File: src/rtl/thermal_pkg.sv
package thermal_pkg;
  localparam int TEMP_W = 7;
  localparam int WORD_W = 64;
  localparam int ADDR_W = 8;

  // register window offsets (software decodes these)
  localparam logic [ADDR_W-1:0] OFF_LIMITS = 8'h08;
  localparam logic [ADDR_W-1:0] OFF_TEMP   = 8'h10;
  localparam logic [ADDR_W-1:0] OFF_CAP    = 8'h20;

  // bit positions inside the limits word
  localparam int POS_LIM1   = 0;
  localparam int POS_LIM1EN = 7;
  localparam int POS_LIM2   = 8;
  localparam int POS_LIM2EN = 15;
  localparam int POS_TRIP   = 24;
  localparam int POS_HIT1   = 32;
  localparam int POS_HIT2   = 33;
  localparam int POS_POLICY = 44;

  typedef enum logic [1:0] {
    THR_NONE   = 2'b00,
    THR_HALF   = 2'b01,
    THR_NINETY = 2'b10,
    THR_FULL   = 2'b11
  } throttle_e;
endpackage

File: src/rtl/thermal_cmp.sv
module thermal_cmp
  import thermal_pkg::*;
#(
  parameter int TW = TEMP_W
) (
  input  logic          clk,
  input  logic          rst,
  input  logic          smp_valid,
  input  logic [TW-1:0] smp_temp,
  input  logic [TW-1:0] lim1,
  input  logic          lim1_en,
  input  logic [TW-1:0] lim2,
  input  logic          lim2_en,
  input  logic [TW-1:0] trip,
  input  logic          policy,
  input  logic          disable_all,
  output logic          hit1_q,
  output logic          hit2_q,
  output logic [1:0]    level_q,
  output logic          fatal_q,
  output logic [TW-1:0] temp_q
);
  logic      hit1, hit2, hit_trip;
  throttle_e level_next;

  always_comb begin
    hit1     = !disable_all && lim1_en && (smp_temp >= lim1);
    hit2     = !disable_all && lim2_en && (smp_temp >= lim2);
    hit_trip = !disable_all && (smp_temp >= trip);
    if (hit2)      level_next = THR_FULL;
    else if (hit1) level_next = policy ? THR_HALF : THR_NINETY;
    else           level_next = THR_NONE;
  end

  always_ff @(posedge clk) begin
    if (rst) begin
      hit1_q  <= 1'b0;
      hit2_q  <= 1'b0;
      level_q <= THR_NONE;
      fatal_q <= 1'b0;
      temp_q  <= '0;
    end else begin
      if (smp_valid) begin
        hit1_q  <= hit1;
        hit2_q  <= hit2;
        level_q <= level_next;
        temp_q  <= smp_temp;
      end
      fatal_q <= fatal_q | (smp_valid & hit_trip);
    end
  end

  // shutdown request never drops without reset
  a_r6_fatal_sticky: assert property (@(posedge clk) disable iff (rst)
    fatal_q |=> fatal_q);

  // no sample, no change of throttle code
  a_r2_hold: assert property (@(posedge clk) disable iff (rst)
    !smp_valid |=> $stable(level_q) && $stable(hit1_q) && $stable(hit2_q));

  // tier 2 status always pairs with full throttle
  a_r4_full: assert property (@(posedge clk) disable iff (rst)
    hit2_q |-> level_q == 2'b11);

  // both limits off means no throttling at all
  a_r5_gate: assert property (@(posedge clk) disable iff (rst)
    smp_valid && !lim1_en && !lim2_en |=> level_q == 2'b00 && !hit1_q && !hit2_q);

  // disabled capability blocks every reaction
  a_r7_disable: assert property (@(posedge clk) disable iff (rst)
    smp_valid && disable_all && !fatal_q |=> level_q == 2'b00 && !fatal_q && !hit1_q && !hit2_q);

  // tier 1 only follows the policy
  a_r3_policy: assert property (@(posedge clk) disable iff (rst)
    hit1_q && !hit2_q |-> level_q == 2'b01 || level_q == 2'b10);
endmodule

File: src/rtl/thermal_regs.sv
module thermal_regs
  import thermal_pkg::*;
#(
  parameter int TW = TEMP_W,
  parameter int AW = ADDR_W,
  parameter int DW = WORD_W
) (
  input  logic          clk,
  input  logic          rst,
  input  logic          rd_en,
  input  logic [AW-1:0] rd_addr,
  input  logic [TW-1:0] lim1,
  input  logic          lim1_en,
  input  logic [TW-1:0] lim2,
  input  logic          lim2_en,
  input  logic [TW-1:0] trip,
  input  logic          policy,
  input  logic          disable_all,
  input  logic          hit1,
  input  logic          hit2,
  input  logic [TW-1:0] temp,
  output logic [DW-1:0] rd_data,
  output logic          rd_valid
);
  logic [DW-1:0] w_limits, w_temp, w_cap, w_sel;
  logic          mapped;

  always_comb begin
    w_limits = '0;
    w_limits[POS_LIM1 +: TW] = lim1;
    w_limits[POS_LIM1EN]     = lim1_en;
    w_limits[POS_LIM2 +: TW] = lim2;
    w_limits[POS_LIM2EN]     = lim2_en;
    w_limits[POS_TRIP +: TW] = trip;
    w_limits[POS_HIT1]       = hit1;
    w_limits[POS_HIT2]       = hit2;
    w_limits[POS_POLICY]     = policy;
    w_temp        = '0;
    w_temp[0 +: TW] = temp;
    w_cap         = '0;
    w_cap[0]      = disable_all;
    mapped = 1'b1;
    case (rd_addr)
      OFF_LIMITS: w_sel = w_limits;
      OFF_TEMP:   w_sel = w_temp;
      OFF_CAP:    w_sel = w_cap;
      default: begin
        w_sel  = '0;
        mapped = 1'b0;
      end
    endcase
  end

  always_ff @(posedge clk) begin
    if (rst) begin
      rd_data  <= '0;
      rd_valid <= 1'b0;
    end else begin
      rd_valid <= rd_en;
      if (rd_en) rd_data <= w_sel;
    end
  end

  // one-cycle read latency
  a_r9_latency: assert property (@(posedge clk) disable iff (rst)
    rd_en |=> rd_valid);
  a_r9_idle: assert property (@(posedge clk) disable iff (rst)
    !rd_en |=> !rd_valid);
  // holes in the map return zero
  a_r9_unmapped: assert property (@(posedge clk) disable iff (rst)
    rd_en && !mapped |=> rd_data == '0);
endmodule

File: src/rtl/thermal_throttle_ctrl.sv
module thermal_throttle_ctrl
  import thermal_pkg::*;
#(
  parameter int TW = TEMP_W,
  parameter int AW = ADDR_W,
  parameter int DW = WORD_W
) (
  input  logic          clk,
  input  logic          rst,
  input  logic          temp_valid,
  input  logic [TW-1:0] temp_in,
  input  logic [TW-1:0] cfg_lim1,
  input  logic          cfg_lim1_en,
  input  logic [TW-1:0] cfg_lim2,
  input  logic          cfg_lim2_en,
  input  logic [TW-1:0] cfg_trip,
  input  logic          cfg_policy,
  input  logic          cfg_disable,
  input  logic          rd_en,
  input  logic [AW-1:0] rd_addr,
  output logic [DW-1:0] rd_data,
  output logic          rd_valid,
  output logic [1:0]    throttle,
  output logic          fatal_trip
);
  logic          hit1_q, hit2_q;
  logic [TW-1:0] temp_q;

  thermal_cmp #(.TW(TW)) u_cmp (
    .clk(clk), .rst(rst),
    .smp_valid(temp_valid), .smp_temp(temp_in),
    .lim1(cfg_lim1), .lim1_en(cfg_lim1_en),
    .lim2(cfg_lim2), .lim2_en(cfg_lim2_en),
    .trip(cfg_trip), .policy(cfg_policy), .disable_all(cfg_disable),
    .hit1_q(hit1_q), .hit2_q(hit2_q),
    .level_q(throttle), .fatal_q(fatal_trip), .temp_q(temp_q)
  );

  thermal_regs #(.TW(TW), .AW(AW), .DW(DW)) u_regs (
    .clk(clk), .rst(rst),
    .rd_en(rd_en), .rd_addr(rd_addr),
    .lim1(cfg_lim1), .lim1_en(cfg_lim1_en),
    .lim2(cfg_lim2), .lim2_en(cfg_lim2_en),
    .trip(cfg_trip), .policy(cfg_policy), .disable_all(cfg_disable),
    .hit1(hit1_q), .hit2(hit2_q), .temp(temp_q),
    .rd_data(rd_data), .rd_valid(rd_valid)
  );
endmodule

File: config.mk
export PLATFORM = sky130hd
export DESIGN_NAME = thermal_throttle_ctrl
export DESIGN_NICKNAME = d
export VERILOG_FILES = /design/src/rtl/thermal_pkg.sv /design/src/rtl/thermal_cmp.sv /design/src/rtl/thermal_regs.sv /design/src/rtl/thermal_throttle_ctrl.sv
export SDC_FILE = /design/constraint.sdc
export NUM_CORES = 1
export LEC_CHECK = 0
export BUFFER_PORTS_ARGS = -buffer_cell sky130_fd_sc_hd__clkbuf_2
export CAP_MARGIN = 10
export CORE_ASPECT_RATIO = 1.4
export CORE_MARGIN = 8
export CORE_UTILIZATION = 45
export CTS_CLUSTER_DIAMETER = 50
export DETAILED_ROUTE_END_ITERATION = 8
export HOLD_SLACK_MARGIN = 0.03
export PLACE_DENSITY = 0.74
export SLEW_MARGIN = 0
export SYNTH_ARGS = -nofsm -noshare
export SYNTH_HDL_FRONTEND = slang
export SYNTH_HIERARCHICAL = 1
export SYNTH_SLANG_ARGS = --single-unit
File: constraint.sdc
create_clock -name clk -period 1.95 [get_ports clk]
set_input_delay 0.195 -clock clk [delete_from_list [all_inputs] [get_ports clk]]
set_output_delay 0.195 -clock clk [all_outputs]
set_load 0.02 [all_outputs]
Word level (Yosys, flattened, before mapping). Cells that the tools add are included.

Register bits after elaboration: 77. Input port bits: 44. Output and inout bits: 68. Word-level logic and storage cells: 25.

Order comparisons: 3. Equal/unequal tests: 3. Muxes and demuxes: 4. Bitwise logic cells: 2. Reductions and logical operators: 6.

Operators with widths (count): one-hot mux 45 bit (3 select lines) (1); greater-or-equal comparator 7 bit (3); equality test 8 x 4 -> 1 bit, second input constant (1); equality test 8 x 5 -> 1 bit, second input constant (1); equality test 8 x 6 -> 1 bit, second input constant (1); 2-to-1 mux 2 bit (3); logical AND 1 bit (5); AND 1 bit (1); zero test 1 bit (1); bitwise OR 1 bit (1).

Logic depth before layout (Yosys ltp). Gate-level depths: netlist of run 1.

Depth in word-level cells: 5. Mapped depth: 7. Gate-level depth less buffers: 7.

By module. The synthesis of run 1 kept the hierarchy.

By module, submodules not included: thermal_regs (times used 1, cells each 170, area each 1447.6 um^2, sequential area each 540.5 um^2); thermal_cmp (times used 1, cells each 110, area each 952.2 um^2, sequential area each 240.2 um^2).

Worst setup path after synthesis of run 1. OpenSTA, ideal clock, no wires.

Kind: input to register. Start point: in rd_addr[1]. End point: reg u_regs.rd_data[6]. Library setup time: 0.068 ns. Data arrival time: 1.411 ns. Data required time: 1.882 ns. Setup slack: 0.470 ns. Stages: 5. Buffers on the path: 1. Path through: or4_4 -> nor4_4 -> buf_6 -> a22oi_1 -> o21ai_2.

Word-level cells in the longest chain between the ends: 2. Elaborated cells between the ends (all ways): 4. Those cells by class: eq/ne: 3; mux: 1.

RTL lines: start, declared (line thermal_throttle_ctrl.sv:20) `input logic [AW-1:0] rd_addr,`; equality test 8 x 6 -> 1 bit, or another cell as far along (line thermal_regs.sv:43) `case (rd_addr)`; one-hot mux 45 bit (3 select lines) * (line thermal_regs.sv:43); end signal, assigned (line thermal_regs.sv:60) `if (rd_en) rd_data <= w_sel;`; end, declared (line thermal_regs.sv:22) `output logic [DW-1:0] rd_data,`.

Every way passes the cells marked *; elsewhere a longest branch is shown, timed or not. A chain may end at the register's enable or synchronous reset.

Final worst setup path of run 1.
Start point: in rd_addr[1]. End point: reg u_regs.rd_data[24].

The elaborated chain is that of the path after synthesis.

==> run summary, run 1 <==
• **root buffer cell** sky130_fd_sc_hd__clkbuf_8
• **maximum count of clock buffers along a single path** 2
• **startpoint type of the worst setup path** input pin
• **number of enable flip-flop cells after synthesis** 0
• **Routed Antenna Nets** 0
• **number of clock sinks** 39
• **Post-Synthesis Mean Instance Area** 8.57 um^2
• **leakage power figure** 1.32 nW
• **worst r2r src** u_cmp/fatal_q
• **data arrival time of the critical path** 1.52 ns
• **post-place setup slack** 0.354 ns
• **overall die height** 102 um
• **count of standard-cell rows** 31
• **Peak VDD IR** 375 uV
• **area growth from synthesis to final layout** 13.6%
• **area of the mapped netlist** 2400 um^2
• **maximum operating frequency** 761 MHz
• **CP Data Required Time** 2.16 ns
• **global-route wire length before repair** 9.49 mm
• **library cell with the largest summed area after synthesis** sky130_fd_sc_hd__dfxtp_1
• **internal reg-to-reg setup slack** 1.21 ns
• **routed len/inst** 14.0 um
• **final hold vios** 0
• **horizontal extent of the die** 77.7 um
• **endpoint of the worst setup timing path** u_regs/rd_data[24]
• **Placeable Area** 5160 um^2
• **detailed placer's ending HPWL** 4.77 mm
• **power per unit of standard cell area** 597 nW/um^2
• **most numerous cell in the Yosys netlist** sky130_fd_sc_hd__dfxtp_1
• **category of the critical setup timing path** in2reg
• **Layout Skew** 0.00332 ns
• **max-slew violations** 0
• **biggest area contributors in the synthesized netlist** sky130_fd_sc_hd__dfxtp_1 (33%), sky130_fd_sc_hd__buf_4 (12%), sky130_fd_sc_hd__ha_1 (11%), sky130_fd_sc_hd__nand2b_1 (6.5%), sky130_fd_sc_hd__a21oi_1 (5.8%)
• **# Max-Cap Violations** 0
• **result of the run** finished, final reports clean
• **slew margin rel.** 66.6%
• **Diodes inserted** 0
• **CP endpoint kind** register
• **global-route total usage across every layer** 14.4%
• **Residual DRC** 0
• **largest net degree at the start of global routing** 35
• **via count of the first global-routing pass** 2,097
• **number of standard cells after synthesis** 280
• **buffers inserted during post-CTS setup optimization** 0
• **DRT Pass-1 Iters** 4
• **number of cells on the worst hold path** 3
• **CTS tree** built
• **final setup violation count** 0
• **CTS clock-pin slew for the worst setup and hold paths** 0.07 ns
• **Power, Total** 1.63 mW
• **worst flop-to-flop path endpoint** u_cmp/fatal_q
• **RePlAce Congestion** 0.791
• **flop and latch count out of synthesis** 39
• **Min Clock Period, post-route** 1.31 ns
• **fraction of final layout cells sized beyond drive strength 1** 25.1%
• **crit share post-route** 67.4%
• **number of ports placed on the die boundary** 112
• **setup slack of the critical path after layout** 0.637 ns
• **worst hold path type** in2reg
• **number of distinct library cells after synthesis** 38
• **sum of routed wire length over all layers** 5.82 mm
• **RSZ-0062 raised after global routing** no
• **total instance count after detailed placement** 410
• **fraction of registers with async set/reset** 0%
• **number of hold-repair buffers added at the cts stage** 0
• **most used flip-flop cell after synthesis** sky130_fd_sc_hd__dfxtp_1
• **number of fill cells** 510
• **clock latency of the later-clocked register in the worst-skew pair** 0.28 ns
• **PostCTS Resize Cnt** 0
• **initial antenna violation count** 0
• **die outline area** 7960 um^2
• **number of DRC markers in iteration 0** 67
• **H-tree levels** 2
• **Inserted Clock Buffers** 5
• **area share of the largest cell type after synthesis** 32.5%
• **start point of the critical path** rd_addr[1]
• **count of yosys warnings during synthesis** 6
• **worst-margin pin slew** 0.499 ns
• **mean number of vias per cell** 4.96
• **total number of nets in the final design** 416
• **total grt overflow** 0
• **starting utilization of the core area** 46.5%
• **summed negative setup slack over all endpoints** 0 ns
• **fraction of the yosys area taken by sequential cells** 32.5%
• **total via count after detailed routing** 2,065
• **Buffers on Ports** 73
• **most frequent cells after synthesis** sky130_fd_sc_hd__dfxtp_1 (39), sky130_fd_sc_hd__buf_4 (38), sky130_fd_sc_hd__a21oi_1 (28)
• **final cell count without fillers** 416
• **FF-to-FF path depth** 2
• **Crit Path Max Fanout** 25
==> worst min-delay path by stage <==
| stage | start | to | slack [ns] |
|---|---|---|---|
| after floorplan | rst | u_cmp/level_q[1] | 0.26 |
| after global placement | u_regs/rd_data[1] | u_regs/rd_data[1] | 0.44 |
| after detailed placement | u_regs/rd_data[6] | u_regs/rd_data[6] | 0.44 |
| after CTS | cfg_trip[3] | u_regs/rd_data[27] | 0.17 |
| after global routing | cfg_trip[1] | u_regs/rd_data[25] | 0.19 |
| final | cfg_trip[1] | u_regs/rd_data[25] | 0.18 |
==> cells by family after synthesis <==
logic type,synth area share (%)
buffers and inverters,18.8
AO/OA/AOI/OAI,14.1
multiplexers,2.92
AND/OR/NAND/NOR,20.2
adder cells (fa/ha/maj),10.9
flip-flops,32.5
XOR/XNOR,0.365
other,0.156
==> where the power goes <==
part	internal (mW)	switching, mW	leakage [nW]	total [mW]
clock	0.239	0.266	0.0371	0.504
sequential	0.810	0.00734	0.316	0.817
combinational	0.104	0.202	0.965	0.307
==> routing by layer <==
layer	share of wire, %	GRT usage, %	routed length (um)
met1	40	15.5	2340
met2	48	25.4	2820
met3	9.5	5.19	555
met4	1.8	4.52	104
met5	0	0	0
==> placed cells by master, fill, tap and decap left out, types with 2 or more instances in the layout <==
cell type,instances
sky130_fd_sc_hd__a22oi_1,7
sky130_fd_sc_hd__nor2_1,13
sky130_fd_sc_hd__o21ai_0,10
sky130_fd_sc_hd__mux2i_1,7
sky130_fd_sc_hd__nand4_1,3
sky130_fd_sc_hd__conb_1,38
sky130_fd_sc_hd__clkbuf_8,5
sky130_fd_sc_hd__nor2b_1,3
sky130_fd_sc_hd__nand2b_1,25
sky130_fd_sc_hd__clkbuf_2,73
sky130_fd_sc_hd__and4b_1,2
sky130_fd_sc_hd__nand3_1,20
sky130_fd_sc_hd__dfxtp_1,39
sky130_fd_sc_hd__inv_1,20
sky130_fd_sc_hd__a31oi_1,3
sky130_fd_sc_hd__ha_1,21
sky130_fd_sc_hd__a21oi_1,28
sky130_fd_sc_hd__nand2_1,11
sky130_fd_sc_hd__buf_4,2
==> through the flow <==
step / hold slack, ns / utilization, % / instance area (um^2)
6_report: 0.179 / 52.8 / 2730
5_1_grt: 0.193 / 52.8 / 2730
4_1_cts: 0.170 / 52.8 / 2730
3_5_place_dp: 0.442 / 51.4 / 2650
3_3_place_gp: 0.436 / 51.4 / 2650
2_1_floorplan: 0.264 / - / 2540
==> registers in the layout, summed over array words and instances, names as in the netlist <==
| name | cells |
|---|---|
| u_cmp/hit1_q | 1 |
| u_cmp/temp_q | 7 |
| u_cmp/hit2_q | 1 |
| u_cmp/fatal_q | 1 |
| u_regs/rd_valid | 1 |
| u_regs/rd_data | 26 |
| u_cmp/level_q | 2 |
==> layout make-up <==
class | instances | area, um^2 | share of cell area (%)
multi-input cells | 208 | 1310 | 48.0
flip-flops and latches | 39 | 781 | 28.7
repair buffers | 76 | 400 | 14.7
well taps | 66 | 82.6 | 3.03
inverters | 21 | 81.3 | 2.98
clock buffers | 6 | 72.6 | 2.66
==> critical path, stage by stage <==
cell,delay [ns]
sky130_fd_sc_hd__clkbuf_2,0.10
sky130_fd_sc_hd__or4_4,0.56
sky130_fd_sc_hd__nor4_4,0.20
sky130_fd_sc_hd__buf_12,0.21
sky130_fd_sc_hd__nand3_1,0.09
sky130_fd_sc_hd__a21oi_1,0.17
No activity file was read; power rests on OpenSTA's default activity.
==> run 2: changes to the inputs <==
CORE_UTILIZATION = 42   (was 45)
PLACE_DENSITY = 0.72   (was 0.74)
clock period = 1.1 ns   (was 1.95 ns; I/O delays follow)
==> run 2 against run 1 <==
Effect of this change: the flow now finishes with violations (setup timing); utilization increased by 4.8 points; clock power increased by 110%; critical path depth increased by 1; critical endpoint is now u_regs/rd_data[30]; largest power group unchanged.
==> run summary, run 2 (same netlist as run 1, synthesis figures left out) <==
• **via count of the first global-routing pass** 2,240, +6.8%
• **CTS tree** built
• **crit share post-route** 112%
• **worst hold path type** in2reg
• **number of ports placed on the die boundary** 112, unchanged
• **sum of routed wire length over all layers** 6.65 mm, +14%
• **final hold slack** 0.0726 ns, -0.107 ns
• **final setup violation count** 25, +25
• **final hold vios** 0, unchanged
• **maximum operating frequency** 811 MHz
• **fraction of final layout cells sized beyond drive strength 1** 36.9%, +12 points
• **horizontal extent of the die** 79.9 um, +2.8%
• **mean number of vias per cell** 4.77, -3.9%
• **placement-stage cell area** 2950 um^2, +11%
• **most used routing layer in global routing** met2
• **H-tree levels** 2, unchanged
• **endpoint of the worst hold path** u_regs/rd_data[29]
• **number of clock sinks** 39, unchanged
• **total via count after detailed routing** 2,161, +4.6%
• **biggest registers after layout** u_regs/rd_data x26, u_cmp/temp_q x7, u_cmp/level_q x2
• **Biggest register** u_regs/rd_data
• **FF-to-FF path depth** 2, unchanged
• **startpoint type of the worst setup path** input pin
• **worst flop-to-flop path endpoint** u_cmp/fatal_q
• **leakage power figure** 1.51 nW, +15%
• **Residual DRC** 0, unchanged
• **die outline area** 8420 um^2, +5.8%
• **worst r2r src** u_cmp/fatal_q
• **met1 Usage GRT** 15.4%, -0.16 points
• **CP delay by family, top** simple AND/OR/NAND/NOR gates
• **number of flip-flops under the largest register name** 26, unchanged
• **largest net degree at the start of global routing** 34, -2.9%
• **number of DRC markers in iteration 0** 81, +21%
• **root buffer cell** sky130_fd_sc_hd__clkbuf_8
• **power per unit of standard cell area** 1010 nW/um^2, +69%
• **initial antenna violation count** 0, unchanged
• **area used by multi-input combinational logic** 1440 um^2, +10%
• **Buffers on Ports** 73, unchanged
• **setup slack of the critical path after layout** -0.133 ns, -0.769 ns
• **cell seen most often among critical-path stages** sky130_fd_sc_hd__buf_6
• **failing checks** setup timing
• **post-place setup slack** -0.413 ns, -0.767 ns
• **number of cells on the worst hold path** 3, unchanged
• **slowest cell on the critical path** sky130_fd_sc_hd__or4_4
• **# Max-Cap Violations** 0, unchanged
• **clock latency of the later-clocked register in the worst-skew pair** 0.29 ns, about the same
• **critical-path cell list** buf_6, or4_4, nor4_4, buf_6, clkbuf_16, nand3_1, a21oi_1
• **Bufs and invs on worst path** 3, +1
• **count of standard-cell rows** 32, +3.2%
• **Power, Total** 3.21 mW, +97%
• **maximum count of clock buffers along a single path** 2, unchanged
• **data arrival time of the critical path** 1.45 ns, -0.07 ns
• **met2 capacity usage during global routing** 26.4%, +0.97 points
• **start point of the worst hold path** cfg_trip[5]
• **DRT Pass-1 Iters** 4, unchanged
• **Routed Antenna Nets** 0, unchanged
• **Peak VDD IR** 633 uV, +69%
• **internal reg-to-reg setup slack** 0.32 ns, -0.89 ns
• **fin area** 3190 um^2, +17%
• **total grt overflow** 0, unchanged
• **Min Clock Period, post-route** 1.23 ns
• **global-route total usage across every layer** 14.7%, +0.32 points
• **most common cell after layout, fill and taps aside** sky130_fd_sc_hd__clkbuf_2
• **starting utilization of the core area** 43.4%, -3.1 points
• **CTS clock-pin slew for the worst setup and hold paths** 0.08 ns, about the same
• **CP endpoint kind** register
• **Crit path largest cell delay** 0.54 ns, -0.02 ns
• **area growth from synthesis to final layout** 32.7%
• **GRT met3 Usage** 4.93%, -0.26 points
• **detailed placer's ending HPWL** 5.22 mm, +9.6%
• **Crit Path Max Fanout** 12, -52%
• **number of fill cells** 521, +2.2%
• **Diodes inserted** 0, unchanged
• **CP Data Required Time** 1.32 ns, -0.84 ns
• **top library cells by usage in the layout, fill and taps aside** sky130_fd_sc_hd__clkbuf_2 (72), sky130_fd_sc_hd__dfxtp_1 (39), sky130_fd_sc_hd__conb_1 (38), sky130_fd_sc_hd__buf_4 (32), sky130_fd_sc_hd__nand2b_1 (24)
• **Placeable Area** 5530 um^2, +7.1%
• **summed negative setup slack over all endpoints** -2.34 ns, -2.34 ns
• **total number of nets in the final design** 449, +7.9%
• **result of the run** finished with violations
• **Layout Skew** 0.00413 ns, +0.000812 ns
• **RSZ-0062 raised after global routing** yes
• **overall die height** 105 um, +3.0%
• **Inserted Clock Buffers** 5, unchanged
• **global-route wire length before repair** 10.0 mm, +5.5%
• **max-slew violations** 0, unchanged
• **combined flip-flop and latch cell area** 781 um^2, unchanged
• **RePlAce Congestion** 0.790, -0.13%
• **routed len/inst** 14.7 um, +4.8%
• **number of hold-repair buffers added at the cts stage** 0, unchanged
• **category of the critical setup timing path** in2reg
==> run 2: changes by cell type in the layout (fill, tap and decap cells not counted), moves of 3 or more <==
cell                      before  now
sky130_fd_sc_hd__nand3_1      20   17
sky130_fd_sc_hd__a21oi_1      28   22
sky130_fd_sc_hd__o21ai_1       1    8
sky130_fd_sc_hd__ha_1         21   17
sky130_fd_sc_hd__o21ai_0      10    3
sky130_fd_sc_hd__buf_4         2   32
sky130_fd_sc_hd__ha_4          0    4
sky130_fd_sc_hd__a21oi_2       0    6
==> run 2: worst max-delay path by stage <==
| stage | startpoint | to | slack, ns | cells past startpoint |
|---|---|---|---|---|
| final | rd_addr[1] | u_regs/rd_data[30] | -0.13 | 7 |
| after global routing | rd_addr[1] | u_regs/rd_data[44] | -0.16 | 7 |
| after CTS | rd_addr[1] | u_regs/rd_data[15] | -0.08 | 6 |
| after detailed placement | rd_addr[1] | u_regs/rd_data[5] | -0.41 | 6 |
| after global placement | rd_addr[1] | u_regs/rd_data[10] | -0.35 | 6 |
| after floorplan | rd_addr[1] | u_regs/rd_data[6] | -0.29 | 5 |
==> run 2: per-layer routing <==
layer  vias up  wire length (um)
met5         -                 0
met4         0                66
met3         5               552
met2        82              3300
met1       986              2730
li1       1088                 -
==> run 2: tightest hold or removal path: stages <==
cell                       delay [ns]
sky130_fd_sc_hd__clkbuf_2        0.10
sky130_fd_sc_hd__nand3_2         0.07
sky130_fd_sc_hd__a21oi_2         0.04
==> run 2: layout make-up <==
cell class	count	area share [%]
inverters	21	2.63
repair buffers	109	21.8
clock buffers	8	3.14
flip-flops and latches	39	24.5
multi-input cells	208	45.3
well taps	68	2.67
==> run 2: per-stage QoR <==
step,utilization [%],std cells
after CTS,55.2,449
after detailed placement,53.4,441
after floorplan,-,317
after global placement,53.4,441
after global routing,57.7,453
final,57.7,453
==> run 2: where the power goes <==
part	leakage, nW	total, mW	internal [mW]	switching, mW
clock network	0.0515	1.07	0.573	0.502
logic	1.14	0.685	0.281	0.404
registers	0.316	1.45	1.44	0.0160
total	1.51	3.21	2.29	0.922
==> run 2: timing repair <==
item	in CTS	in global routing
gates resized for setup	6	15
endpoints found under the setup margin	26	29
pin swaps	0	3
gates cloned	0	2
setup buffers	0	2
